### config.mk
export PLATFORM = sky130hd
export DESIGN_NAME = predq_accum
export DESIGN_NICKNAME = d
export VERILOG_FILES = /design/src/rtl/predq_pkg.sv /design/src/rtl/predq_decision.sv /design/src/rtl/predq_sum.sv /design/src/rtl/predq_clamp.sv /design/src/rtl/predq_accum.sv
export SDC_FILE = /design/constraint.sdc
export NUM_CORES = 1
export LEC_CHECK = 0
export ABC_AREA = 1
export BUFFER_PORTS_ARGS = -buffer_cell sky130_fd_sc_hd__buf_2
export CORE_AREA = 2 2 39 41
export CTS_BUF_LIST = sky130_fd_sc_hd__clkbuf_16
export DETAILED_ROUTE_END_ITERATION = 6
export DIE_AREA = 0 0 41 43
export GPL_TIMING_DRIVEN = 0
export PLACE_DENSITY = 0.62
export SLEW_MARGIN = 20
export SYNTH_ARGS = -nofsm -noshare
export SYNTH_HDL_FRONTEND = slang
export SYNTH_SLANG_ARGS = --single-unit
### constraint.sdc
create_clock -name clk -period 3.6 [get_ports clk]
set_input_delay 0.36 -clock clk [delete_from_list [all_inputs] [get_ports clk]]
set_output_delay 0.36 -clock clk [all_outputs]
set_load 0.1 [all_outputs]
### src/rtl/predq_pkg.sv
package predq_pkg;
  typedef logic signed [1:0] dec_t;
  localparam dec_t DEC_POS  = 2'sb01;
  localparam dec_t DEC_NEG  = 2'sb11;
  localparam dec_t DEC_NONE = 2'sb00;
endpackage

### src/rtl/predq_decision.sv
module predq_decision
  import predq_pkg::*;
(
  input  logic cmp_bit,
  output dec_t q_now
);
  always_comb q_now = cmp_bit ? DEC_POS : DEC_NEG;
endmodule

### src/rtl/predq_sum.sv
module predq_sum
  import predq_pkg::*;
#(
  parameter int W  = 4,
  parameter int SW = W + 2
) (
  input  logic signed [W-1:0]  prev_code,
  input  dec_t                 q_now,
  input  dec_t                 q_old,
  output logic signed [SW-1:0] raw_sum
);
  logic signed [SW-1:0] code_x, now_x, now_x2, old_x;

  always_comb begin
    code_x  = {{(SW-W){prev_code[W-1]}}, prev_code};
    now_x   = {{(SW-2){q_now[1]}}, q_now};
    now_x2  = {now_x[SW-2:0], 1'b0};
    old_x   = {{(SW-2){q_old[1]}}, q_old};
    raw_sum = code_x + now_x2 - old_x;
  end
endmodule

### src/rtl/predq_clamp.sv
module predq_clamp #(
  parameter int W  = 4,
  parameter int SW = W + 2
) (
  input  logic signed [SW-1:0] raw_sum,
  output logic signed [W-1:0]  code_sat,
  output logic                 clamped
);
  localparam int HI_I = (2 ** (W - 1)) - 1;
  localparam int LO_I = -(2 ** (W - 1));
  localparam logic signed [SW-1:0] HI = SW'(HI_I);
  localparam logic signed [SW-1:0] LO = SW'(LO_I);

  always_comb begin
    clamped = 1'b0;
    if (raw_sum > HI) begin
      code_sat = HI[W-1:0];
      clamped  = 1'b1;
    end else if (raw_sum < LO) begin
      code_sat = LO[W-1:0];
      clamped  = 1'b1;
    end else begin
      code_sat = raw_sum[W-1:0];
    end
  end
endmodule

### src/rtl/predq_accum.sv
module predq_accum
  import predq_pkg::*;
#(
  parameter int W = 4
) (
  input  logic         clk,
  input  logic         rst,
  input  logic         samp_en,
  input  logic         cmp_bit,
  output logic [W-1:0] code,
  output logic         code_valid,
  output logic         code_ovf
);
  localparam int SW = W + 2;

  dec_t                 q_now, q_old;
  logic signed [W-1:0]  code_q, code_nx;
  logic signed [SW-1:0] raw_sum;
  logic                 clamped;

  predq_decision u_dec (.cmp_bit(cmp_bit), .q_now(q_now));

  predq_sum #(.W(W), .SW(SW)) u_sum (
    .prev_code(code_q), .q_now(q_now), .q_old(q_old), .raw_sum(raw_sum)
  );

  predq_clamp #(.W(W), .SW(SW)) u_clamp (
    .raw_sum(raw_sum), .code_sat(code_nx), .clamped(clamped)
  );

  always_ff @(posedge clk) begin
    if (rst) begin
      code_q     <= '0;
      q_old      <= DEC_NONE;
      code_valid <= 1'b0;
      code_ovf   <= 1'b0;
    end else begin
      code_valid <= samp_en;
      code_ovf   <= samp_en & clamped;
      if (samp_en) begin
        code_q <= code_nx;
        q_old  <= q_now;
      end
    end
  end

  assign code = code_q;
endmodule

==> results of run 1 <==
[worst reg2reg max path, stage by stage (launching register included)]
cell	delay [ps]
sky130_fd_sc_hd__dfxtp_1	350
sky130_fd_sc_hd__inv_1	70
sky130_fd_sc_hd__fa_1	530
sky130_fd_sc_hd__inv_1	70
sky130_fd_sc_hd__fa_1	460
sky130_fd_sc_hd__xor2_1	200
sky130_fd_sc_hd__nand3_1	150
sky130_fd_sc_hd__a21oi_2	200
sky130_fd_sc_hd__nand2_1	80
sky130_fd_sc_hd__a21oi_1	140
[stage by stage]
stage	hold WS (ps)	utilization	cells	cell area (um^2)
after floorplan	429	-	76	554
after global placement	456	0.448	101	619
after detailed placement	459	0.448	101	619
after CTS	369	0.502	104	694
after global routing	398	0.502	104	694
final	367	0.502	104	694
[metal layers]
layer  global-route usage  vias up
met4                0.120        0
met5                    0        -
met1                0.196      205
met3               0.0262        5
met2                0.197       11
li1                     -      254
[final cells by class]
| cell class | instances | share of cell area |
|---|---|---|
| timing repair buffer | 9 | 0.0649 |
| tap | 16 | 0.0288 |
| clock buffer | 3 | 0.108 |
| sequential | 8 | 0.231 |
| inverter | 21 | 0.114 |
| multi-input combinational | 47 | 0.454 |
[path summary, 6_finish.rpt]
kind | startpoint | to
max | code[2]$_SDFFE_PP0P_ | code[2]$_SDFFE_PP0P_
min | samp_en | q_old[1]$_SDFFE_PP0P_
max reg2reg | code[2]$_SDFFE_PP0P_ | code[2]$_SDFFE_PP0P_
min reg2reg | q_old[0]$_SDFFE_PP0P_ | q_old[0]$_SDFFE_PP0P_
[cell families after synthesis]
family,after synthesis
adders and majority gates,9
and+or+nand+nor,27
DFF,8
buffers and inverters,21
xor gates and xnor gates,1
AOI/OAI and AO/OA,10
[registers in the layout (all words and copies together) (netlist names)]
signal and count:
code 4, code_ovf 1, code_valid 1, q_old 2
[cell usage in the layout, fill, tap and decap left out]
master,netlist,layout
sky130_fd_sc_hd__fa_1,3,3
sky130_fd_sc_hd__clkbuf_16,0,3
sky130_fd_sc_hd__a211oi_1,1,1
sky130_fd_sc_hd__a21oi_1,5,5
sky130_fd_sc_hd__o21ai_2,1,1
sky130_fd_sc_hd__xor2_1,1,1
sky130_fd_sc_hd__dfxtp_1,8,8
sky130_fd_sc_hd__a21oi_2,1,1
sky130_fd_sc_hd__buf_2,0,9
sky130_fd_sc_hd__o21ai_0,1,1
sky130_fd_sc_hd__nand3_1,4,4
sky130_fd_sc_hd__nor2_1,5,5
sky130_fd_sc_hd__nand4_1,1,1
sky130_fd_sc_hd__nand2_1,17,17
sky130_fd_sc_hd__a21boi_0,1,1
sky130_fd_sc_hd__ha_1,6,6
sky130_fd_sc_hd__inv_1,21,21
==> impl_results.html, run 1 <==
<table>
<tr><th>Metric</th><th>Value</th></tr>
<tr><th colspan="2">Run status</th></tr>
<tr><td>Outcome</td><td>complete, no violations</td></tr>
<tr><th colspan="2">Setup path</th></tr>
<tr><td>Worst Setup Start Kind</td><td>flop</td></tr>
<tr><td>Dominant delay contributor by cell family on the critical path</td><td>adder cells</td></tr>
<tr><td>Endpoint arrival time on the critical path</td><td>2490 ps</td></tr>
<tr><td>Maximum fanout along the worst path</td><td>3</td></tr>
<tr><td>CP Class</td><td>reg2reg</td></tr>
<tr><td>R2R depth</td><td>9</td></tr>
<tr><td>CP Cell Sequence</td><td>inv_1 &gt; fa_1 &gt; inv_1 &gt; fa_1 &gt; xor2_1 &gt; nand3_1 &gt; a21oi_2 &gt; nand2_1 &gt; a21oi_1</td></tr>
<tr><td>Crit end category</td><td>flop</td></tr>
<tr><td>Worst reg-to-reg setup slack</td><td>1270 ps</td></tr>
<tr><td>Critical path buffer and inverter count</td><td>2</td></tr>
<tr><td>Crit-path slowest cell</td><td>sky130_fd_sc_hd__fa_1</td></tr>
<tr><td>CP Depth</td><td>9</td></tr>
<tr><td>Largest incremental delay on the critical path</td><td>530 ps</td></tr>
<tr><td>Critical path data required time</td><td>3760 ps</td></tr>
<tr><th colspan="2">Routing</th></tr>
<tr><td>Wire per inst</td><td>9.89 um</td></tr>
<tr><td>Detailed route wirelength on metal2</td><td>460 um</td></tr>
<tr><td>Routed length on met1</td><td>497 um</td></tr>
<tr><td>ANT nets after route</td><td>0</td></tr>
<tr><td>DRC Markers</td><td>0</td></tr>
<tr><td>Vias after detailed routing</td><td>475</td></tr>
<tr><td>Top metal layer carrying routed signals</td><td>met4</td></tr>
<tr><td>Pre-Repair DR Iteration Count</td><td>4</td></tr>
<tr><td>Vias per std cell</td><td>4.57</td></tr>
<tr><td>Total detailed-routing wirelength</td><td>1030 um</td></tr>
<tr><td>DR WL met3</td><td>38 um</td></tr>
<tr><td>Initial DRC count</td><td>8</td></tr>
<tr><th colspan="2">Hold path</th></tr>
<tr><td>Worst hold-check path type</td><td>in2reg</td></tr>
<tr><td>Number of cells on the worst hold path</td><td>2</td></tr>
<tr><th colspan="2">Clock tree</th></tr>
<tr><td>Clock insertion delay at the later pin of the skew report</td><td>230 ps</td></tr>
<tr><td>Clock-pin slew on the worst setup and hold paths</td><td>40 ps</td></tr>
<tr><td>Count of H-tree levels built during CTS</td><td>1</td></tr>
<tr><td>Total CTS buffers</td><td>3</td></tr>
<tr><td>Number of clock sinks seen by CTS</td><td>8</td></tr>
<tr><td>CTS Hold Bufs</td><td>0</td></tr>
<tr><td>Clock Path Buffers</td><td>2</td></tr>
<tr><td>Total setup buffers inserted after CTS</td><td>0</td></tr>
<tr><td>Post-cts repair resize count</td><td>0</td></tr>
<tr><td>CTS tree</td><td>built</td></tr>
<tr><td>Cell at the root of the clock tree</td><td>sky130_fd_sc_hd__clkbuf_16</td></tr>
<tr><th colspan="2">Placed design</th></tr>
<tr><td># port buffers</td><td>9</td></tr>
<tr><td>Placed wire-length estimate</td><td>794 um</td></tr>
<tr><td>Worst slack after detailed placement</td><td>1260 ps</td></tr>
<tr><td>Final weighted congestion of routability-driven global placement</td><td>0.716</td></tr>
<tr><th colspan="2">Timing</th></tr>
<tr><td>Count of final hold-check violations</td><td>0</td></tr>
<tr><td>Final count of pins violating max slew</td><td>0</td></tr>
<tr><td>Slew of the pin with the lowest slew margin</td><td>488 ps</td></tr>
<tr><td>Worst clock skew</td><td>0.739 ps</td></tr>
<tr><td>Worst rel slew slack</td><td>0.677</td></tr>
<tr><td>Final period demand of the worst path</td><td>2330 ps</td></tr>
<tr><td>Summed negative setup slack over all endpoints</td><td>0 ps</td></tr>
<tr><td>Setup violations, final</td><td>0</td></tr>
<tr><td>Maximum frequency from static timing analysis</td><td>429 MHz</td></tr>
<tr><td>Final setup slack of the worst path</td><td>1270 ps</td></tr>
<tr><td>RSZ-0062 raised after global routing</td><td>no</td></tr>
<tr><td>Post-route fraction of the period consumed by the critical path</td><td>0.648</td></tr>
<tr><th colspan="2">Yosys</th></tr>
<tr><td>Compound-Gate Fraction of Synth Area</td><td>0.113</td></tr>
<tr><td>Area fraction in and, or, nand and nor cells after synthesis</td><td>0.196</td></tr>
<tr><td>Post-synth EDFFs</td><td>0</td></tr>
<tr><td>Area fraction of the dominant cell type after synthesis</td><td>0.289</td></tr>
<tr><td>Top_reg_cell synth</td><td>sky130_fd_sc_hd__dfxtp_1</td></tr>
<tr><td>Area share of fa/ha/maj cells after synthesis</td><td>0.244</td></tr>
<tr><td>Sequential fraction of the synthesis area</td><td>0.289</td></tr>
<tr><td>Post-Synth XOR/XNOR Area</td><td>0.0158</td></tr>
<tr><td>Cell accounting for the most synthesized area</td><td>sky130_fd_sc_hd__dfxtp_1</td></tr>
<tr><td>Netlist area before placement</td><td>554 um^2</td></tr>
<tr><td>Gate count of the mapped netlist</td><td>76</td></tr>
<tr><td>Most instantiated cells after synthesis</td><td>21 x sky130_fd_sc_hd__inv_1, 17 x sky130_fd_sc_hd__nand2_1, 8 x sky130_fd_sc_hd__dfxtp_1</td></tr>
<tr><td>Portion of netlist area occupied by mux cells</td><td>0</td></tr>
<tr><td>Leading cell types by total area after synthesis</td><td>sky130_fd_sc_hd__dfxtp_1 29%, sky130_fd_sc_hd__inv_1 14%, sky130_fd_sc_hd__ha_1 14%</td></tr>
<tr><td>Synthesized netlist net count</td><td>89</td></tr>
<tr><td>Yosys warnings</td><td>0</td></tr>
<tr><td>Post-synthesis async set-or-reset flop share</td><td>0</td></tr>
<tr><td>Synth Register Bits</td><td>8</td></tr>
<tr><td>Number of distinct library cells after synthesis</td><td>15</td></tr>
<tr><td>Leading cell type by number of instances after synthesis</td><td>sky130_fd_sc_hd__inv_1</td></tr>
<tr><td>Synthesized area per cell</td><td>7.29 um^2</td></tr>
<tr><td>Largest family of logic cells by synthesized area</td><td>adder cells</td></tr>
<tr><th colspan="2">Floorplanning</th></tr>
<tr><td>Number of primary I/O pins</td><td>10</td></tr>
<tr><td>Effective utilization at floorplan</td><td>0.401</td></tr>
<tr><td>Die outline area</td><td>1760 um^2</td></tr>
<tr><td>Vertical extent of the die</td><td>43 um</td></tr>
<tr><td># rows</td><td>14</td></tr>
<tr><td>Horizontal extent of the die</td><td>41 um</td></tr>
<tr><td>Core footprint</td><td>1380 um^2</td></tr>
<tr><th colspan="2">Finish</th></tr>
<tr><td>FF/Latch Area</td><td>160 um^2</td></tr>
<tr><td>Layout cell share with drive strength beyond 1</td><td>0.159</td></tr>
<tr><td>Number of fill cells</td><td>138</td></tr>
<tr><td>Number of nets in the layout</td><td>103</td></tr>
<tr><td>Area occupied by multi-input gates</td><td>315 um^2</td></tr>
<tr><td>Area growth, synth to finish</td><td>25.3%</td></tr>
<tr><td>Antenna fix cells</td><td>0</td></tr>
<tr><th colspan="2">GRT</th></tr>
<tr><td>Number of antenna violations at the first check in global routing</td><td>0</td></tr>
<tr><td>Total track usage</td><td>0.147</td></tr>
<tr><td>First-pass GRT wire length</td><td>1710 um</td></tr>
<tr><td>Via count of the first global-routing pass</td><td>420</td></tr>
<tr><td>Remaining global-route overflow</td><td>0</td></tr>
<tr><td>Pin count of the biggest net entering global routing</td><td>8</td></tr>
<tr><th colspan="2">Flow run</th></tr>
<tr><td>Max-cap viol count</td><td>0</td></tr>
</table>
Power of run 1 is left out: the tool's default activity adds up to more than one toggle a clock period on the data nets, which glitch-free logic cannot reach.
==> inputs of run 2 (changes only) <==
- PLACE_DENSITY: 0.62 -> 0.65
- clock period: 3.6 -> 2.1 ns (I/O delays scaled with it)
==> run 2 against run 1 <==
The flow now finishes with violations (negative setup slack). Highest routed layer is now met3. Largest cell class unchanged. Core utilization grew 3.3 points. Global-route usage grew 0.75 points. Critical path depth is the same.
==> impl_results.html, run 2 (synthesized netlist as in run 1, its figures left out) <==
<table>
<tr><th>Metric</th><th>Value</th></tr>
<tr><th colspan="2">GRT</th></tr>
<tr><td>First-pass GRT wire length</td><td>1860 um</td></tr>
<tr><td>Met3 layer usage reported by global route</td><td>0.0785</td></tr>
<tr><td>Remaining global-route overflow</td><td>0</td></tr>
<tr><td>Via count of the first global-routing pass</td><td>476</td></tr>
<tr><td>GR Util met2</td><td>0.247</td></tr>
<tr><td>Top Usage Layer GRT</td><td>met2</td></tr>
<tr><td>Total track usage</td><td>0.155</td></tr>
<tr><td>Pin count of the biggest net entering global routing</td><td>8</td></tr>
<tr><td>Number of antenna violations at the first check in global routing</td><td>0</td></tr>
<tr><td>Met1 layer usage reported by global route</td><td>0.184</td></tr>
<tr><th colspan="2">Timing</th></tr>
<tr><td>Final setup slack of the worst path</td><td>-19.2 ps</td></tr>
<tr><td>Count of final hold-check violations</td><td>0</td></tr>
<tr><td>Final period demand of the worst path</td><td>2120 ps</td></tr>
<tr><td>Final count of pins violating max slew</td><td>0</td></tr>
<tr><td>Setup violations, final</td><td>3</td></tr>
<tr><td>Worst rel slew slack</td><td>0.673</td></tr>
<tr><td>Slew of the pin with the lowest slew margin</td><td>494 ps</td></tr>
<tr><td>RSZ-0062 raised after global routing</td><td>yes</td></tr>
<tr><td>Worst clock skew</td><td>6.13 ps</td></tr>
<tr><td>Maximum frequency from static timing analysis</td><td>472 MHz</td></tr>
<tr><td>Post-route fraction of the period consumed by the critical path</td><td>1.01</td></tr>
<tr><th colspan="2">Finish</th></tr>
<tr><td>Leading cell type in the layout, fill and taps excluded</td><td>sky130_fd_sc_hd__inv_1</td></tr>
<tr><td>Area growth, synth to finish</td><td>33.6%</td></tr>
<tr><td>Antenna fix cells</td><td>0</td></tr>
<tr><td>Number of fill cells</td><td>135</td></tr>
<tr><td>Number of nets in the layout</td><td>103</td></tr>
<tr><td>Layout cell share with drive strength beyond 1</td><td>0.281</td></tr>
<tr><td>Most used cells in the layout excluding fill and tap cells</td><td>19 x sky130_fd_sc_hd__inv_1, 16 x sky130_fd_sc_hd__nand2_1, 9 x sky130_fd_sc_hd__buf_2</td></tr>
<tr><td>Number of flip-flops in the largest register</td><td>4</td></tr>
<tr><th colspan="2">Clock tree</th></tr>
<tr><td>CTS Hold Bufs</td><td>0</td></tr>
<tr><td>Number of clock sinks seen by CTS</td><td>8</td></tr>
<tr><td>Total setup buffers inserted after CTS</td><td>0</td></tr>
<tr><td>Cell at the root of the clock tree</td><td>sky130_fd_sc_hd__clkbuf_16</td></tr>
<tr><td>Clock insertion delay at the later pin of the skew report</td><td>230 ps</td></tr>
<tr><td>Count of H-tree levels built during CTS</td><td>1</td></tr>
<tr><td>Clock Path Buffers</td><td>2</td></tr>
<tr><td>CTS tree</td><td>built</td></tr>
<tr><td>Total CTS buffers</td><td>3</td></tr>
<tr><td>Clock-pin slew on the worst setup and hold paths</td><td>40 ps</td></tr>
<tr><th colspan="2">Setup path</th></tr>
<tr><td>CP Depth</td><td>9</td></tr>
<tr><td>R2R depth</td><td>9</td></tr>
<tr><td>Critical path buffer and inverter count</td><td>2</td></tr>
<tr><td>Most frequent cell on the critical path</td><td>sky130_fd_sc_hd__inv_2</td></tr>
<tr><td>Endpoint arrival time on the critical path</td><td>2280 ps</td></tr>
<tr><td>Dominant delay contributor by cell family on the critical path</td><td>adder cells</td></tr>
<tr><td>Largest incremental delay on the critical path</td><td>530 ps</td></tr>
<tr><td>Maximum fanout along the worst path</td><td>3</td></tr>
<tr><td>CP Class</td><td>reg2reg</td></tr>
<tr><td>Critical path data required time</td><td>2260 ps</td></tr>
<tr><td>CP Cell Sequence</td><td>inv_2 &gt; fa_1 &gt; inv_2 &gt; fa_2 &gt; xor2_1 &gt; nand3_1 &gt; a21oi_2 &gt; nand2_1 &gt; a21oi_1</td></tr>
<tr><td>Worst Setup Start Kind</td><td>flop</td></tr>
<tr><td>Crit-path slowest cell</td><td>sky130_fd_sc_hd__fa_1</td></tr>
<tr><td>Crit end category</td><td>flop</td></tr>
<tr><th colspan="2">Routing</th></tr>
<tr><td>Initial DRC count</td><td>2</td></tr>
<tr><td>Wire per inst</td><td>10.1 um</td></tr>
<tr><td>DRC Markers</td><td>0</td></tr>
<tr><td>Total detailed-routing wirelength</td><td>1060 um</td></tr>
<tr><td>Vias after detailed routing</td><td>478</td></tr>
<tr><td>Pre-Repair DR Iteration Count</td><td>4</td></tr>
<tr><td>ANT nets after route</td><td>0</td></tr>
<tr><td>Vias per std cell</td><td>4.55</td></tr>
<tr><th colspan="2">Floorplanning</th></tr>
<tr><td>Horizontal extent of the die</td><td>41 um</td></tr>
<tr><td>Vertical extent of the die</td><td>43 um</td></tr>
<tr><td># rows</td><td>14</td></tr>
<tr><td>Core footprint</td><td>1380 um^2</td></tr>
<tr><td>Effective utilization at floorplan</td><td>0.401</td></tr>
<tr><td>Number of primary I/O pins</td><td>10</td></tr>
<tr><td>Die outline area</td><td>1760 um^2</td></tr>
<tr><th colspan="2">Placed design</th></tr>
<tr><td>Worst slack after detailed placement</td><td>-10.7 ps</td></tr>
<tr><td># port buffers</td><td>9</td></tr>
<tr><td>Placed wire-length estimate</td><td>809 um</td></tr>
<tr><td>Final weighted congestion of routability-driven global placement</td><td>0.806</td></tr>
<tr><th colspan="2">Hold path</th></tr>
<tr><td>Number of cells on the worst hold path</td><td>2</td></tr>
<tr><td>Worst hold-check path type</td><td>in2reg</td></tr>
<tr><th colspan="2">Flow run</th></tr>
<tr><td>Max-cap viol count</td><td>0</td></tr>
<tr><th colspan="2">Run status</th></tr>
<tr><td>Violations in the final reports</td><td>negative setup slack</td></tr>
<tr><td>Outcome</td><td>finished, violations left</td></tr>
</table>
## run 2: cell count changes in the layout (fill, tap and decap cells not counted), sizes merged
cell,before,now
inv,21,22
## run 2: worst paths after layout
kind                             start  slack [ps]                    end
hold / removal                 samp_en         210  q_old[1]$_SDFFE_PP0P_
setup / recovery  code[2]$_SDFFE_PP0P_         -20   code[1]$_SDFFE_PP0P_
hold reg to reg   code[0]$_SDFFE_PP0P_         470   code[0]$_SDFFE_PP0P_
setup reg to reg  code[2]$_SDFFE_PP0P_         -20   code[1]$_SDFFE_PP0P_
## run 2: cell type report
type                    instances  area, um^2  share of cell area
multi-input cells              47         345               0.466
flip-flops and latches          8         173               0.233
inverters                      21        78.8               0.106
clock buffers                   3        75.1               0.101
repair buffers                  9        45.0              0.0608
well taps                      16        20.0              0.0270
clock inverters                 1        3.75             0.00507
## run 2: what timing repair did
action	in CTS	in global routing
resized for setup	1	2
setup endpoints to repair	3	4
pin swaps	1	1
## run 2: through the flow
stage / TNS [ps] / utilization / instances / cell area [um^2] / hold slack (ps)
2_1_floorplan: -267 / - / 76 / 582 / 269
3_3_place_gp: 0 / 0.467 / 101 / 647 / 451
3_5_place_dp: -13.8 / 0.467 / 101 / 647 / 458
4_1_cts: -38.6 / 0.526 / 105 / 728 / 212
5_1_grt: -425 / 0.535 / 105 / 741 / 238
6_report: -52.4 / 0.535 / 105 / 741 / 211
## run 2: metal layers
layer	routed length (um)	up-vias	share of wire
met4	0	0	0
met5	0	-	0
met1	478	211	0.45
met2	519	8	0.49
met3	60	0	0.057
li1	-	259	-
Power of run 2 is left out for the same reason.
